--- config.mk ---
export PLATFORM = sky130hd
export DESIGN_NAME = intack_chain
export DESIGN_NICKNAME = d
export VERILOG_FILES = /design/src/rtl/intack_chain_pkg.sv /design/src/rtl/intack_cell.sv /design/src/rtl/intack_vec_merge.sv /design/src/rtl/intack_chain.sv
export SDC_FILE = /design/constraint.sdc
export NUM_CORES = 1
export LEC_CHECK = 0
export CORE_UTILIZATION = 45
export CTS_CLUSTER_DIAMETER = 50
export DETAILED_ROUTE_END_ITERATION = 16
export HOLD_SLACK_MARGIN = 0.02
export PLACE_DENSITY_LB_ADDON = 0.08
export SLEW_MARGIN = 20
export SYNTH_ARGS = -nofsm -noshare
export SYNTH_HDL_FRONTEND = slang
export SYNTH_HIERARCHICAL = 1
export SYNTH_SLANG_ARGS = --single-unit
--- constraint.sdc ---
create_clock -name clk -period 3.48 [get_ports clk]
set_input_delay 1.044 -clock clk [delete_from_list [all_inputs] [get_ports clk]]
set_output_delay 1.044 -clock clk [all_outputs]
set_load 0.02 [all_outputs]
--- src/rtl/intack_chain_pkg.sv ---
package intack_chain_pkg;

  // Vector assigned to the cell at chain position idx.
  function automatic int unsigned cell_vector(input int unsigned base,
                                              input int unsigned step,
                                              input int unsigned idx);
    return base + step * idx;
  endfunction

endpackage

--- src/rtl/intack_cell.sv ---
module intack_cell #(
  parameter int unsigned VEC_W   = 8,
  parameter int unsigned VEC_VAL = 0
) (
  input  logic             clk,
  input  logic             rst_n,
  input  logic             req,
  input  logic             pi,
  output logic             po,
  output logic             pend,
  output logic             own,
  output logic [VEC_W-1:0] vec
);

  localparam logic [VEC_W-1:0] MY_VEC = VEC_W'(VEC_VAL);

  logic pend_q;
  logic arm_q;
  logic own_q;
  logic clr;
  logic pend_nxt;

  // The acknowledge this cell owned has ended.
  assign clr      = own_q & ~pi;
  assign pend_nxt = (pend_q & ~clr) | req;

  // Ownership is decided by the arm bit, which is frozen while pi is high.
  assign own  = arm_q & pi;
  assign po   = pi & ~arm_q;
  assign pend = pend_q;
  assign vec  = own ? MY_VEC : '0;

  always_ff @(posedge clk or negedge rst_n) begin
    if (!rst_n) begin
      pend_q <= 1'b0;
      arm_q  <= 1'b0;
      own_q  <= 1'b0;
    end else begin
      pend_q <= pend_nxt;
      own_q  <= own;
      if (!pi) begin
        arm_q <= pend_nxt;
      end
    end
  end

endmodule

--- src/rtl/intack_vec_merge.sv ---
module intack_vec_merge #(
  parameter int unsigned N_CELLS = 4,
  parameter int unsigned VEC_W   = 8
) (
  input  logic [N_CELLS-1:0][VEC_W-1:0] vecs,
  input  logic [N_CELLS-1:0]            owns,
  output logic [VEC_W-1:0]              vec_out,
  output logic                          vec_valid
);

  // Non-owners drive zero, so a plain OR merges the vectors.
  always_comb begin
    vec_out = '0;
    for (int i = 0; i < int'(N_CELLS); i++) begin
      vec_out = vec_out | vecs[i];
    end
  end

  assign vec_valid = |owns;

endmodule

--- src/rtl/intack_chain.sv ---
module intack_chain
  import intack_chain_pkg::*;
#(
  parameter int unsigned N_CELLS  = 4,
  parameter int unsigned VEC_W    = 8,
  parameter int unsigned VEC_BASE = 32'h20,
  parameter int unsigned VEC_STEP = 4
) (
  input  logic               clk,
  input  logic               rst_n,
  input  logic [N_CELLS-1:0] dev_req,
  input  logic               intack,
  output logic               irq,
  output logic [VEC_W-1:0]   vec_out,
  output logic               vec_valid,
  output logic               ack_out
);

  localparam int unsigned N_LINKS = N_CELLS + 1;

  logic [N_LINKS-1:0]               link;
  logic [N_CELLS-1:0]               pend_vec;
  logic [N_CELLS-1:0]               own_vec;
  logic [N_CELLS-1:0][VEC_W-1:0]    cell_vecs;

  assign link[0] = intack;

  for (genvar g = 0; g < int'(N_CELLS); g++) begin : g_cell
    intack_cell #(
      .VEC_W  (VEC_W),
      .VEC_VAL(cell_vector(VEC_BASE, VEC_STEP, g))
    ) u_cell (
      .clk  (clk),
      .rst_n(rst_n),
      .req  (dev_req[g]),
      .pi   (link[g]),
      .po   (link[g+1]),
      .pend (pend_vec[g]),
      .own  (own_vec[g]),
      .vec  (cell_vecs[g])
    );
  end

  intack_vec_merge #(
    .N_CELLS(N_CELLS),
    .VEC_W  (VEC_W)
  ) u_merge (
    .vecs     (cell_vecs),
    .owns     (own_vec),
    .vec_out  (vec_out),
    .vec_valid(vec_valid)
  );

  assign irq     = |pend_vec;
  assign ack_out = link[N_CELLS];

endmodule

==> results of run 1 <==
-- timing repair --
item                       CTS  global route
resized for setup           25             4
gates cloned                 0             0
pin swaps                    0             1
buffers inserted             0             0
setup endpoints to repair    5             3
-- layout make-up --
type                       instances  area [µm²]  share of cell area
clock buffer                       4        36.3              0.0406
multi-input combinational         62         378               0.423
sequential                        12         300               0.336
tap                               25        31.3              0.0350
timing repair buffer              16         148               0.165
-- metal layers --
layer / global-route usage / up-vias / part of all wire
met5: 0 / - / 0
met2: 0.186 / 14 / 0.43
met3: 0.0640 / 2 / 0.074
li1: - / 242 / -
met4: 0.0727 / 0 / 0.018
met1: 0.150 / 211 / 0.48
-- through the flow --
stage / power [mW] / util / hold slack (ns)
CTS: 0.316 / 0.511 / 0.510
finish: 0.315 / 0.517 / 0.509
detailed placement: 0.202 / 0.491 / 0.491
global route: 0.334 / 0.517 / 0.547
global placement: 0.202 / 0.491 / 0.493
floorplan: 0.201 / - / 0.464
-- cell families after synthesis --
logic type,count (synthesis)
other cells,4
flops,12
simple gates,30
buf+inv,32
compound gates,8
-- cell usage in the layout, fill, tap and decap left out --
cell type,n
dlygate4sd2_1,1
clkdlybuf4s50_1,6
buf_6,3
buf_2,1
clkdlybuf4s15_1,1
or4_1,7
a21oi_1,4
or4_4,3
clkbuf_4,3
nor2b_4,4
nor2_1,4
a21o_1,4
and2_4,1
clkbuf_8,1
nand2b_1,8
dfrtp_1,12
conb_1,24
and2_2,3
buf_4,4
-- synthesized netlist by cell type --
master	instances	share of area
buf_4	32	0.29
nand2b_1	8	0.060
or4_1	10	0.090
conb_1	4	0.018
and2_2	4	0.036
dfrtp_1	12	0.36
nor2_1	4	0.018
nor2b_4	4	0.066
a21o_1	4	0.036
a21oi_1	4	0.024
-- where the power goes --
group | internal (mW) | switching [mW] | leakage [nW]
combinational | 0.0287 | 0.0246 | 0.280
clock | 0.0636 | 0.0477 | 0.0210
sequential | 0.145 | 0.00454 | 0.127
-- path summary, 6_finish.rpt --
kind	slack (ns)	endpoint	start	depth (start not counted)
setup / recovery	0.04	vec_valid	intack	7
max in group asynchronous	2.02	g_cell[0].u_cell/arm_q$_DFFE_PN0N_	rst_n	1
hold / removal	0.51	g_cell[1].u_cell/pend$_DFF_PN0_	g_cell[1].u_cell/pend$_DFF_PN0_	1
hold reg to reg	0.51	g_cell[1].u_cell/pend$_DFF_PN0_	g_cell[1].u_cell/pend$_DFF_PN0_	1
setup reg to reg	2.25	g_cell[3].u_cell/arm_q$_DFFE_PN0N_	g_cell[0].u_cell/arm_q$_DFFE_PN0N_	6
min in group asynchronous	1.11	g_cell[1].u_cell/pend$_DFF_PN0_	rst_n	1
-- state kept, by name, indices dropped and copies added, names as in the netlist --
name and cells:
g_cell.u_cell/arm_q 4, g_cell.u_cell/own_q 4, g_cell.u_cell/pend 4
-- critical path: cells and delay by family --
kind / cells / cell delay [ns]
simple gates: 5 / 1.03
buf+inv: 2 / 0.33
==> run metrics, run 1 <==
Post-Synth Adder-Cell Area 0; diode count 0; WP data arrival between 2 and 2.5 ns; Layout fillers around 180; synth unique cells 10; vias in the first global route 391; Die Area about 2000 µm²; Warnings, synthesis 6; routability congestion estimate ~0.68; root buffer cell clkbuf_4; mux cell area share after synthesis 0; min Tclk post-route 3.44 ns; DP Cell Count between 100 and 150; post-route ant nets 0; Leak between 0.4 and 0.5 nW; CTS Buf Count 3; final WL 1070 µm; Peak VDD IR around 0.00026 V; core area roughly 1700 µm²; clk_skew roughly 0.0081 ns; post-cts hold buffer count 0; CTS clk-pin slew, worst paths about 0.080 ns; IO Port Bufs 12; initial core utilization 0.481; largest family of logic cells by synthesized area buffers and inverters; register area share after synthesis 0.361; hold crit path type reg -> reg; Post-Synthesis Cell Area 831 µm²; # rows 15; CP Class in -> out; area grow syn2layout 7.53%; CP Cell Sequence clkdlybuf4s15_1 > nor2b_4 > nor2b_4 > nor2b_4 > and2_4 > or4_4 > buf_6; first-pass GRT wire length 1700 µm; post-DP HPWL about 840 µm; #FFs+latches synth 12; Ports 18; Post-Synth XOR/XNOR Area 0; Mean Syn Cell Area between 9 and 10 µm²; CTS sink cnt 12; CP required 2.44 ns; status completed; setup tns final 0 ns; drt via density about 4; final net count between 100 and 150; Tcrit/Tclk final 0.989; worst skew pair latency ~0.28 ns; Max Cap Viol 0; Synth Area in Simple Gates 0.271; Vias 469; crit end category output port; largest net degree at the start of global routing 13; initial DRC count 3; CP Max Fanout 5; final hold vios 0; Final setup violation count 0; Largest stage delay, worst path 0.51 ns; DRC viols 0; RSZ-0062 raised after global routing false; Peak Freq between 0.2 and 0.3 GHz; # H-tree levels 1; die height between 40 and 50 µm; layout cells sized above 1 0.245; Least-Margin Pin Slew approximately 0.52 ns; Slew HR 0.649; post-layout worst setup margin slightly below 0.04 ns; Top cell by count, worst path nor2b_4; die width around 45 µm; GRT Util Overall 0.127; critical path launch point type input pin; initial antenna violation count 0; drt first pass iters 2; Final Max Slew Viols 0; drt wl/cell around 9 µm; power density over the cells around 350 nW/µm²; Slowest-stage cell, CP or4_4; cells after synthesis between 80 and 90; worst slack, placed -0.607 ns; TritonCTS clock tree yes; fin area about 890 µm²; placed cell area 847 µm²; Finished Layout Cells between 100 and 150; total grt overflow 0; Max clock buf depth 2; Synth Area in Compound Gates 0.0602
Note: power is estimated with default switching activity, not from simulation.
==> inputs of run 2 (changes only) <==
--- a/config.mk
+++ b/config.mk
@@ -5,7 +5,8 @@
 export SDC_FILE = /design/constraint.sdc
 export NUM_CORES = 1
 export LEC_CHECK = 0
-export CORE_UTILIZATION = 45
+export CAP_MARGIN = 0
+export CORE_UTILIZATION = 49
 export CTS_CLUSTER_DIAMETER = 50
 export DETAILED_ROUTE_END_ITERATION = 16
 export HOLD_SLACK_MARGIN = 0.02
==> run metrics, run 2 (synthesis gave the netlist of run 1 again) <==
DRT met1 WL 477 µm (-6.3%); Finished Layout Cells 109 (-8.4%); diode count 0 (unchanged); drt first pass iters 4 (+2); drt via density 4.17 (+5.9%); Final setup violation count 0 (unchanged); status completed; cell depth of the worst hold path 1 (unchanged); Comb pwr share 0.189 (+0.020); DR WL met2 515 µm (+12%); Slowest-stage cell, CP or4_1; Net Sw Frac 0.243 (-0.00139); IO Port Bufs 12 (unchanged); layout cells sized above 1 0.237 (-0.00812); DRC viols 0 (unchanged); worst skew pair latency 0.27 ns (about the same); largest net degree at the start of global routing 13 (unchanged); DR WL met3 51 µm (-35%); initial core utilization 0.539 (+0.0578); CTS clk-pin slew, worst paths 0.07 ns (about the same); Tot Pwr 283 µW (-9.9%); Final Util 0.563 (+0.0459); TritonCTS clock tree yes; crit end category output port; Top Metal Used met4; final net count 102 (unchanged); final hold vios 0 (unchanged); initial DRC count 3 (unchanged); post-route ant nets 0 (unchanged); post-cts hold buffer count 0 (unchanged); root buffer cell clkbuf_4; Max clock buf depth 2 (unchanged); placed cell area 836 µm² (-1.3%); routability congestion estimate 0.712 (+4.0%); core area 1540 µm² (-11%); Pint 215 µW (-9.7%); initial antenna violation count 0 (unchanged); Sw Pwr 68.8 µW (-10%); DP Cell Count 106 (-7.8%); GRT Util Overall 0.133 (+0.00547); cell family with most CP delay simple AND/OR/NAND/NOR gates; Tcrit/Tclk final 0.981 (-0.00807); CTS sink cnt 12 (unchanged); buffers and inverters on the worst path 2 (unchanged); # rows 14 (-1); RSZ-0062 raised after global routing false; CP Class in -> out; power density over the cells 326 nW/µm² (-7.3%); CP Cell Sequence dlygate4sd2_1 > nor2b_4 > nor2b_4 > nor2b_4 > and2_4 > or4_1 > buf_2; Slew HR 0.663 (+0.0144); Max Cap Viol 0 (unchanged); Leak 0.423 nW (-1.3%); Die Area 1860 µm² (-7.8%); most common cell after layout, fill and taps aside conb_1; part of the power in registers 0.530 (+0.053); die width 43.2 µm (-4.0%); total grt overflow 0 (unchanged); final WL 1060 µm (-0.94%); R2R depth 6 (unchanged); Largest stage delay, worst path 0.39 ns (-0.12 ns); Clk pwr share 0.281 (-0.073); clk_skew 0.00553 ns (-0.00258 ns); Peak Freq 0.293 GHz (+0.82%); Top cell by count, worst path nor2b_4; vias in the first global route 399 (+2.0%); fin area 868 µm² (-2.8%); first-pass GRT wire length 1730 µm (+1.6%); Least-Margin Pin Slew 0.503 ns (-0.0215 ns); die height 43.2 µm (-4.0%); hold crit path type reg -> reg; CP Max Fanout 5 (unchanged); highest-count cells in the layout ignoring fill and taps conb_1, dfrtp_1, nand2b_1; Ports 18 (unchanged); critical path depth in cells 7 (unchanged); Final Max Slew Viols 0 (unchanged); drt wl/cell 9.70 µm (+8.2%); critical path launch point type input pin; # H-tree levels 1 (unchanged); WP data arrival 2.37 ns (-0.03 ns); area grow syn2layout 4.52%; Peak VDD IR 0.000245 V (-4.8%); min Tclk post-route 3.41 ns (-0.0281 ns); Vias 455 (-3.0%); CP required 2.44 ns (about the same); CTS Buf Count 3 (unchanged)
==> run 2: layout make-up <==
type / count / area (µm²)
fill: 151 / 673
multi-input combinational: 62 / 379
sequential: 12 / 300
timing repair buffer: 16 / 146
clock buffer: 3 / 22.5
tap: 16 / 20.0
==> run 2: worst paths after layout <==
kind,start,to,slack [ns]
min,g_cell[1].u_cell/pend$_DFF_PN0_,g_cell[1].u_cell/pend$_DFF_PN0_,0.51
max,intack,vec_out[3],0.07
max in group asynchronous,rst_n,g_cell[2].u_cell/arm_q$_DFFE_PN0N_,2.03
min reg2reg,g_cell[1].u_cell/pend$_DFF_PN0_,g_cell[1].u_cell/pend$_DFF_PN0_,0.51
max reg2reg,g_cell[0].u_cell/arm_q$_DFFE_PN0N_,g_cell[3].u_cell/arm_q$_DFFE_PN0N_,2.23
min in group asynchronous,rst_n,g_cell[3].u_cell/pend$_DFF_PN0_,1.11
==> run 2: layer usage <==
| layer | GRT usage | vias up |
|---|---|---|
| met4 | 0.0727 | 0 |
| met3 | 0.0511 | 2 |
| met5 | 0 | - |
| met1 | 0.174 | 199 |
| met2 | 0.185 | 12 |
| li1 | - | 242 |
==> run 2: per-stage QoR <==
| stage | hold slack, ns | setup WS [ns] | TNS, ns |
|---|---|---|---|
| 3_5_place_dp | 0.495 | -0.610 | -2.65 |
| 5_1_grt | 0.548 | 0.0236 | 0 |
| 6_report | 0.507 | 0.0675 | 0 |
| 4_1_cts | 0.511 | 0.00988 | 0 |
| 2_1_floorplan | 0.464 | 0.202 | 0 |
| 3_3_place_gp | 0.490 | -0.595 | -2.60 |
==> run 2: repair_timing <==
item,4_1_cts,5_1_grt
pin swaps,0,1
setup endpoints to repair,5,3
setup buffers,0,0
resized for setup,25,4
==> run 2: power by group through the flow <==
stage,registers (mW),clock network [mW],logic [mW]
finish,0.150,0.0797,0.0535
CTS,0.150,0.0843,0.0499
global placement,0.153,0,0.0490
detailed placement,0.153,0,0.0489
floorplan,0.152,0,0.0492
global route,0.151,0.0902,0.0588
==> inputs of run 3 (changes only) <==
--- a/config.mk
+++ b/config.mk
@@ -8,6 +8,7 @@
 export CAP_MARGIN = 0
 export CORE_UTILIZATION = 49
 export CTS_CLUSTER_DIAMETER = 50
+export CTS_CLUSTER_SIZE = 8
 export DETAILED_ROUTE_END_ITERATION = 16
 export HOLD_SLACK_MARGIN = 0.02
 export PLACE_DENSITY_LB_ADDON = 0.08
==> results of run 3 <==
Same layout as run 2: the final DEF is identical, and so are final timing and power.
